--- src/rtl/pss_enc_pkg.sv ---
package pss_enc_pkg;

   // Default geometry of the encoder
   localparam int DEF_STREAMS = 15;
   localparam int DEF_GUARD   = 3;

   // Base m-sequence, chip 0 in the most significant bit
   localparam logic [DEF_STREAMS-1:0] DEF_BASE_SEQ = 15'b111101011001000;

   // Amplitude width needed for a signed range of -n..+n
   function automatic int amp_width(input int n);
      return $clog2(n + 1) + 1;
   endfunction

endpackage

--- src/rtl/pss_code_table.sv ---
// Rotated code table: presents, for one chip position, the code chip of
// every stream. The rotations are fixed at elaboration time.
module pss_code_table #(
   parameter int                    NUM_STREAMS = pss_enc_pkg::DEF_STREAMS,
   parameter logic [NUM_STREAMS-1:0] BASE_SEQ   = pss_enc_pkg::DEF_BASE_SEQ,
   localparam int                   POS_W       = $clog2(NUM_STREAMS)
) (
   input  logic [POS_W-1:0]       chip_pos,
   output logic [NUM_STREAMS-1:0] code_col
);

   // Stream k, chip c takes base chip (c - k) mod N; base chip j is BASE_SEQ[N-1-j]
   for (genvar k = 0; k < NUM_STREAMS; k++) begin : g_stream
      logic [NUM_STREAMS-1:0] row;
      for (genvar c = 0; c < NUM_STREAMS; c++) begin : g_chip
         localparam int SRC = NUM_STREAMS - 1 - ((c - k + NUM_STREAMS) % NUM_STREAMS);
         assign row[c] = BASE_SEQ[SRC];
      end
      assign code_col[k] = row[chip_pos];
   end

endmodule

--- src/rtl/pss_chip_sum.sv ---
// Adds the products of symbol and code chip over all streams.
module pss_chip_sum #(
   parameter int NUM_STREAMS  = pss_enc_pkg::DEF_STREAMS,
   parameter bit BIPOLAR_CODE = 1'b0,
   localparam int AMP_W       = pss_enc_pkg::amp_width(NUM_STREAMS)
) (
   input  logic [NUM_STREAMS-1:0]   sym_bits,
   input  logic [NUM_STREAMS-1:0]   code_col,
   output logic signed [AMP_W-1:0]  chip_sum
);

   localparam logic signed [AMP_W-1:0] PLUS1  = AMP_W'(1);
   localparam logic signed [AMP_W-1:0] MINUS1 = '1;

   if (BIPOLAR_CODE) begin : g_bipolar
      // Product of two +/-1 values is +1 when the bits agree
      always_comb begin
         chip_sum = '0;
         for (int k = 0; k < NUM_STREAMS; k++) begin
            chip_sum = chip_sum + ((sym_bits[k] ~^ code_col[k]) ? PLUS1 : MINUS1);
         end
      end
   end else begin : g_unipolar
      // A zero code chip removes the stream from the sum
      always_comb begin
         chip_sum = '0;
         for (int k = 0; k < NUM_STREAMS; k++) begin
            if (code_col[k]) begin
               chip_sum = chip_sum + (sym_bits[k] ? PLUS1 : MINUS1);
            end
         end
      end
   end

endmodule

--- src/rtl/pss_block_seq.sv ---
// Block sequencer: takes a word at a block boundary, walks the chip index
// over code and guard chips, and folds guard chips back onto the block head.
module pss_block_seq #(
   parameter int NUM_STREAMS = pss_enc_pkg::DEF_STREAMS,
   parameter int GUARD_LEN   = pss_enc_pkg::DEF_GUARD,
   localparam int BLK_LEN    = NUM_STREAMS + GUARD_LEN,
   localparam int IDX_W      = $clog2(BLK_LEN),
   localparam int POS_W      = $clog2(NUM_STREAMS)
) (
   input  logic                   clk,
   input  logic                   rst_n,
   input  logic                   in_valid,
   output logic                   in_ready,
   input  logic [NUM_STREAMS-1:0] in_data,
   output logic                   busy,
   output logic                   first_chip,
   output logic [POS_W-1:0]       chip_pos,
   output logic [NUM_STREAMS-1:0] word_q
);

   localparam logic [IDX_W-1:0] LAST_IDX = IDX_W'(BLK_LEN - 1);
   localparam logic [IDX_W-1:0] CODE_LEN = IDX_W'(NUM_STREAMS);

   logic [IDX_W-1:0] chip_idx;
   logic             take;

   assign in_ready   = !busy || (chip_idx == LAST_IDX);
   assign take       = in_valid && in_ready;
   assign first_chip = busy && (chip_idx == '0);

   always_ff @(posedge clk or negedge rst_n) begin
      if (!rst_n) begin
         busy     <= 1'b0;
         chip_idx <= '0;
         word_q   <= '0;
      end else if (take) begin
         busy     <= 1'b1;
         chip_idx <= '0;
         word_q   <= in_data;
      end else if (busy) begin
         if (chip_idx == LAST_IDX) begin
            busy     <= 1'b0;
            chip_idx <= '0;
         end else begin
            chip_idx <= chip_idx + 1'b1;
         end
      end
   end

   // Guard chips reuse the code positions from the start of the block
   always_comb begin
      if (chip_idx < CODE_LEN) begin
         chip_pos = POS_W'(chip_idx);
      end else begin
         chip_pos = POS_W'(chip_idx - CODE_LEN);
      end
   end

   // the held word does not move while input is refused
   p_hold_word_r11: assert property (@(posedge clk) disable iff (!rst_n)
      (busy && !in_ready) |=> $stable(word_q));

   // a refused input means a block is still running on the next cycle
   p_refuse_busy_r2: assert property (@(posedge clk) disable iff (!rst_n)
      !in_ready |=> busy);

endmodule

--- src/rtl/pss_block_enc.sv ---
// Parallel spread-spectrum block encoder, top level.
module pss_block_enc #(
   parameter int                    NUM_STREAMS  = pss_enc_pkg::DEF_STREAMS,
   parameter int                    GUARD_LEN    = pss_enc_pkg::DEF_GUARD,
   parameter logic [NUM_STREAMS-1:0] BASE_SEQ    = pss_enc_pkg::DEF_BASE_SEQ,
   parameter bit                    BIPOLAR_CODE = 1'b0
) (
   input  logic                                  clk,
   input  logic                                  rst_n,
   input  logic                                  in_valid,
   output logic                                  in_ready,
   input  logic [NUM_STREAMS-1:0]                in_data,
   output logic                                  out_valid,
   output logic signed [$clog2(NUM_STREAMS+1):0] out_amp,
   output logic                                  out_start
);

   localparam int AMP_W  = pss_enc_pkg::amp_width(NUM_STREAMS);
   localparam int POS_W  = $clog2(NUM_STREAMS);
   localparam int N_ONES = $countones(BASE_SEQ);

   // Elaboration-time parameter checks
   if (NUM_STREAMS < 2) begin : g_chk_streams
      $error("pss_block_enc: NUM_STREAMS must be at least 2");
   end
   if (GUARD_LEN < 0 || GUARD_LEN > NUM_STREAMS) begin : g_chk_guard
      $error("pss_block_enc: GUARD_LEN must lie within 0..NUM_STREAMS");
   end
   if (BASE_SEQ == '0) begin : g_chk_seq
      $error("pss_block_enc: BASE_SEQ must contain at least one 1");
   end

   logic                          busy;
   logic                          first_chip;
   logic [POS_W-1:0]              chip_pos;
   logic [NUM_STREAMS-1:0]        word_q;
   logic [NUM_STREAMS-1:0]        code_col;
   logic signed [AMP_W-1:0]       chip_sum;

   pss_block_seq #(
      .NUM_STREAMS (NUM_STREAMS),
      .GUARD_LEN   (GUARD_LEN)
   ) seq_i (
      .clk        (clk),
      .rst_n      (rst_n),
      .in_valid   (in_valid),
      .in_ready   (in_ready),
      .in_data    (in_data),
      .busy       (busy),
      .first_chip (first_chip),
      .chip_pos   (chip_pos),
      .word_q     (word_q)
   );

   pss_code_table #(
      .NUM_STREAMS (NUM_STREAMS),
      .BASE_SEQ    (BASE_SEQ)
   ) table_i (
      .chip_pos (chip_pos),
      .code_col (code_col)
   );

   pss_chip_sum #(
      .NUM_STREAMS  (NUM_STREAMS),
      .BIPOLAR_CODE (BIPOLAR_CODE)
   ) sum_i (
      .sym_bits (word_q),
      .code_col (code_col),
      .chip_sum (chip_sum)
   );

   assign out_valid = busy;
   assign out_start = first_chip;
   assign out_amp   = busy ? chip_sum : '0;

   // an accepted word opens a block on the next cycle
   p_accept_start_r3: assert property (@(posedge clk) disable iff (!rst_n)
      (in_valid && in_ready) |=> (out_start && out_valid));

   // the start flag never appears without a valid chip
   p_start_valid_r3: assert property (@(posedge clk) disable iff (!rst_n)
      out_start |-> out_valid);

   // idle output carries no amplitude
   p_idle_zero_r8: assert property (@(posedge clk) disable iff (!rst_n)
      !out_valid |-> (out_amp == '0 && !out_start));

   // allowed amplitude levels for the chosen code mapping
   if (BIPOLAR_CODE) begin : g_lvl_bip
      p_levels_r10: assert property (@(posedge clk) disable iff (!rst_n)
         out_valid |-> (out_amp[0] &&
                        out_amp <=  AMP_W'(NUM_STREAMS) &&
                        out_amp >= -AMP_W'(NUM_STREAMS)));
   end else begin : g_lvl_uni
      p_levels_r10: assert property (@(posedge clk) disable iff (!rst_n)
         out_valid |-> (out_amp[0] == (N_ONES % 2 == 1) &&
                        out_amp <=  AMP_W'(N_ONES) &&
                        out_amp >= -AMP_W'(N_ONES)));
   end

endmodule

--- config.mk ---
export PLATFORM = sky130hd
export DESIGN_NAME = pss_block_enc
export DESIGN_NICKNAME = d
export VERILOG_FILES = /design/src/rtl/pss_enc_pkg.sv /design/src/rtl/pss_code_table.sv /design/src/rtl/pss_chip_sum.sv /design/src/rtl/pss_block_seq.sv /design/src/rtl/pss_block_enc.sv
export SDC_FILE = /design/constraint.sdc
export NUM_CORES = 1
export LEC_CHECK = 0
export CORE_ASPECT_RATIO = 1.75
export CORE_UTILIZATION = 45
export DETAILED_ROUTE_END_ITERATION = 8
export GPL_TIMING_DRIVEN = 0
export PLACE_DENSITY = 0.67
export RECOVER_POWER = 100
export SYNTH_ARGS = -nofsm -noshare
export SYNTH_HDL_FRONTEND = slang
export SYNTH_SLANG_ARGS = --single-unit
--- constraint.sdc ---
create_clock -name clk -period 18.7 [get_ports clk]
set_input_delay 2.805 -clock clk [delete_from_list [all_inputs] [get_ports clk]]
set_output_delay 2.805 -clock clk [all_outputs]
set_load 0.005 [all_outputs]
# Word-level counts from Yosys, hierarchy flattened
# Memory sizes are Yosys's and may differ from the RTL's.
# Index checks and enable logic that the tools add are counted.
# Widths: inputs -> output; s select.
# word_totals
word_cells,96
memories,15
latchBits,0
output_inout_bits,8
in_bits,18
mem_bits_rw,0
mem_bits_ro,240
register_bits,21
# op_classes
n_eq_ne,1
mux,53
n_reduce_logical,6
n_mul,0
bitwise_logic,0
n_div,0
magnitude_cmp,2
n_addsub,16
n_shift,0
# memory_table
name,words,word_bits,read_ports,rd_ports_with_merged_regs,write_ports,line,source
(name not given),16,1,1,0,0,pss_code_table.sv:19,assign code_col[k] = row[chip_pos];
(name not given),16,1,1,0,0,pss_code_table.sv:19,
(name not given),16,1,1,0,0,pss_code_table.sv:19,
(name not given),16,1,1,0,0,pss_code_table.sv:19,
(name not given),16,1,1,0,0,pss_code_table.sv:19,
(name not given),16,1,1,0,0,pss_code_table.sv:19,
+9 memories,n/a,n/a,n/a,n/a,n/a,n/a,
# op_table
op,count
$mux 5,34
$add 5x5->5,14
$mux 1,18
$add 5x1->5 const B,1
$eq 5x5->1 const B,1
$logic_not 5->1,1
$lt 4x5->1 const B,1
$lt 5x4->1 const B,1
$mux 4,1
$sub 4x4->4 const B,1
$logic_and 1x1->1,2
$reduce_bool 2->1,1
$logic_not 1->1,1
$logic_or 1x1->1,1

# Depth between registers and ports, before layout
# logic_depth
ltp_word,34
ltp_mapped,72
depth_no_buf,70

# By module
# From an unflattened synthesis, not the netlist that was laid out.
# unflattened
cells_unflattened,557
area_unflattened_um2,4485.6
# by_module_without_submodules
mod,area_each_um2,cells_each,n_inst
pss_chip_sum,2917.8,397,1
pss_block_seq,1033.5,82,1
pss_code_table,503.0,73,1
pss_block_enc,31.3,5,1

# Worst setup path after synthesis
# No wires, ideal clock.
# synth_path
kind,reg2out
from,register seq_i.chip_idx[0]
to,output out_amp[4]
path_stages_with_launch,72
path_buffers,2
arrival_ps,14097
required_time_ps,15895
path_slack_ps,1798
path_cell_list,dfrtp_1 > buf_6 > inv_1 > ha_1 > mux2_4 > and2_4 > buf_6 > ha_1 > nor3_2 > a21oi_1 > fa_1 > o311ai_0 > nand2_1 > fa_1 > fa_1 > mux2_2 > ha_1 > nand2_1 > [36 not listed] > xor2_1 > a21oi_1 > ha_1 > and2_1 > mux2i_1 > o211ai_2 > ha_1 > xnor2_1 > o21ai_1 > ha_1 > a21oi_1 > xnor2_1 > nand2_1 > xnor2_1 > xnor2_1 > xnor2_1 > xnor2_1 > and2_1
# synth_between
elab_chain_cells,34
word_cells_on_any_way,63
classes_between,add/sub: 15; order compare: 1; mux: 32; memory: 15
# synth_lines
element,line,source
"start, declared",pss_block_seq.sv:24,logic [IDX_W-1:0] chip_idx;
"start signal, assigned",pss_block_seq.sv:45,chip_idx <= chip_idx + 1'b1;
$sub 4x4->4 or $lt 5x4->1 (tied branches),"pss_block_seq.sv:55, pss_block_seq.sv:52",
$mux 4 *,pss_block_seq.sv:52,if (chip_idx < CODE_LEN) begin
$mem_v2 16x1,n/a,
$mux 1 (not written as such),pss_code_table.sv:19,
$mux 5,pss_chip_sum.sv:28,if (code_col[k]) begin
$add 5x5->5,pss_chip_sum.sv:29,chip_sum = chip_sum + (sym_bits[k] ? PLUS1 : MINUS1);
$mux 5,pss_chip_sum.sv:28,
$add 5x5->5,pss_chip_sum.sv:29,
[18 not listed],n/a,
$mux 5,pss_chip_sum.sv:28,
$add 5x5->5,pss_chip_sum.sv:29,
$mux 5,pss_chip_sum.sv:28,
$add 5x5->5,pss_chip_sum.sv:29,
$mux 5,pss_chip_sum.sv:28,
$add 5x5->5,pss_chip_sum.sv:29,
$mux 5 *,pss_chip_sum.sv:28,
$mux 5 *,pss_block_enc.sv:74,assign out_amp = busy ? chip_sum : '0;
"end, declared",pss_block_enc.sv:14,"output logic signed [$clog2(NUM_STREAMS+1):0] out_amp,"
# Every way passes the cells marked *; elsewhere a longest branch is shown, timed or not. The select of a mux whose other input is x is not followed.

# Worst setup path in the final report
# layout_path
from,register seq_i.chip_idx[1]
to,output out_amp[4]
# Same word-level chain as after synthesis.

==> flow_metrics.py <==
metrics = {
    "outcome": {
        "outcome": "finished, final reports clean",
    },
    "die": {
        "start_util_pct": 45.9,
        "die-area_um2": 10900,
        "coreArea_um2": 10200,
        "num_rows": 49,
        "io_pins": 26,
        "chipHeight_um": 137,
        "die_w_um": 79.2,
    },
    "critical_path": {
        "worstPathRequired_ns": 15.89,
        "crit_path_top_delay_cell": "clkdlybuf4s50_1",
        "start_kind": "flop",
        "slowest_delay_ns": 0.49,
        "cpMostUsedCell": "buf_4",
        "cp_max_fo": 11,
        "worstSetupPathType": "flop to output port",
        "cp.arrival_ns": 15.40,
        "end_kind": "output port",
    },
    "yosys": {
        "yosysTopAreaCellShare_pct": 12.0,
        "synthFlopType": "dfrtp_1",
        "synth.ff_latch_count": 21,
        "netlist_instances": 550,
        "synth_edf_count": 0,
        "synth_area_um2": 4690,
        "synthesis.nets": 629,
        "avgSynthCellArea_um2": 8.54,
        "yosysTopAreaCell": "ha_1",
        "yosysWarningCount": 0,
        "yosysSeqAreaShare_pct": 11.2,
        "ys_types": 85,
        "synth_top_cells_by_area": "ha_1 (12%), dfrtp_1 (11%), xnor2_1 (8.8%)",
        "ys_async_sr_fraction_pct": 100,
    },
    "sta": {
        "hold_viol": 0,
        "period_needed_ns": 18.20,
        "maxSlewHeadroom_pct": 23.4,
        "timing.final.crit_share_pct": 97.3,
        "drv_slew": 0,
        "setup_ws_ns": 0.497,
        "fin_skew_ns": 0.00289,
        "finalSetupViolCount": 0,
        "fmax_mhz": 54.9,
        "worst_pin_slew_ns": 1.15,
    },
    "global_routing": {
        "grt_overflow": 0,
        "grt_pass1_vias": 4194,
        "grt_pass1_wl_um": 19000,
        "grt_antenna_before_repair": 0,
        "grt_max_degree": 22,
        "grt.total_usage_pct": 22.2,
    },
    "layout": {
        "layout_commonest_cell": "nand2_1",
        "diodes": 0,
        "fin_nets": 694,
        "drive_gt1_share_pct": 26.5,
        "area_growth_pct": 23.3,
        "fill_cells": 908,
        "final_cell_mix": "nand2_1 (47), nor2_1 (46), xnor2_1 (44), inv_1 (38), buf_4 (37)",
    },
    "clock_network": {
        "cts_root_buffer": "clkbuf_16",
        "htree_levels": 1,
        "cts.clk_slew.worst_paths_ns": 0.07,
        "clock_sinks": 21,
        "cts_buffers": 3,
        "cts_hold_buf": 0,
        "cts_buffer_depth": 2,
        "cts_tree": "yes",
        "worst_skew_pair.late_latency_ns": 0.27,
    },
    "drt": {
        "drt_iter0_markers": 178,
        "wire_per_inst_um": 16.8,
        "via_per_inst": 5.85,
        "vias": 4338,
        "drt_wl_total_um": 12500,
        "ant_nets": 0,
        "drc": 0,
        "first_pass_iters": 4,
    },
    "placed_design": {
        "numPortBuffers": 25,
        "dp_hpwl_um": 9230,
        "gp_congestion": 0.953,
        "pre_cts_slack_ns": -0.552,
    },
    "min_path": {
        "min_path_type": "flop to flop",
    },
    "flow_run": {
        "cap_violations": 0,
    },
}
-- final cells by class --
cell class,count,area [um^2],share of cell area (%)
tap,127,159,2.74
buffer,20,141,2.44
clock inverter,1,7.51,0.130
timing repair buffer,60,513,8.86
clock buffer,3,75.1,1.30
inverter,42,163,2.81
sequential,21,527,9.10
multi-input combinational,467,4210,72.6
-- path summary, 6_finish.rpt --
path | start | end | slack [ns] | cells past startpoint
min reg2reg | seq_i.word_q[12] | seq_i.word_q[12] | 0.51 | 1
max reg2reg | seq_i.chip_idx[1] | seq_i.word_q[10] | 16.11 | 8
max in group asynchronous | rst_n | seq_i.chip_idx[0] | 14.74 | 1
min | seq_i.word_q[12] | seq_i.word_q[12] | 0.51 | 1
min in group asynchronous | rst_n | seq_i.word_q[1] | 3.20 | 1
max | seq_i.chip_idx[1] | out_amp[4] | 0.50 | 77
-- worst max-delay path, delay by kind of cell, from the launching register on --
family | cells | cell delay [ns]
adder cells (fa/ha/maj) | 16 | 5.08
AO/OA/AOI/OAI | 17 | 3.02
buffers and inverters | 16 | 2.35
XOR/XNOR | 11 | 1.62
multiplexers | 5 | 1.30
AND/OR/NAND/NOR | 12 | 1.30
flip-flops | 1 | 0.38
-- metal layers --
layer / up-vias / global-route usage [%] / routed length (um)
met5: - / 0 / 0
met1: 2099 / 22.3 / 4500
met4: 0 / 9.19 / 582
li1: 2077 / - / -
met2: 119 / 44.9 / 7010
met3: 43 / 2.20 / 366
-- synthesized netlist by cell type, drive strengths merged, types with 5 or more instances --
library cell	number
mux2	27
nand2b	6
o21ai	21
mux2i	9
clkbuf	5
fa	16
o211ai	5
o31ai	7
nor3	7
or2	5
dfrtp	21
buf	15
and2	7
inv	40
nand3	10
xnor2	53
a31oi	7
nand2	48
a211oi	13
a21oi	40
xor2	15
or3	6
ha	45
a21o	16
nor2	49
-- state kept, by name, summed over array words and instances, names as in the netlist --
signal          flops
seq_i.busy          1
seq_i.chip_idx      5
seq_i.word_q       15
-- through the flow --
step	hold WS (ns)	utilization [%]	setup TNS (ns)	std cells	instance area, um^2
global placement	0.490	49.8	-0.324	702	5100
global route	0.533	56.6	-0.111	741	5790
floorplan	0.479	-	0	550	4690
detailed placement	0.498	49.8	-0.552	702	5100
CTS	0.515	52.1	0	720	5340
finish	0.511	56.6	0	741	5790
-- logic make-up after synthesis --
logic type,Yosys count,synth area share [%]
AOI/OAI and AO/OA,141,22.4
adders and majority gates,61,18.8
and+or+nand+nor,158,16.8
DFF,21,11.2
muxes,36,8.56
buffers and inverters,62,6.45
xor gates and xnor gates,71,15.8
-- what timing repair did --
action / in CTS / in global routing
pin swaps: 6 / 32
hold endpoints to repair: 0 / 0
setup endpoints to repair: 2 / 2
setup buffers: 14 / 21
resized for setup: 10 / 48
Power is not shown: default switching activity piles up to over one toggle a cycle in this logic, so the estimate is an artifact.
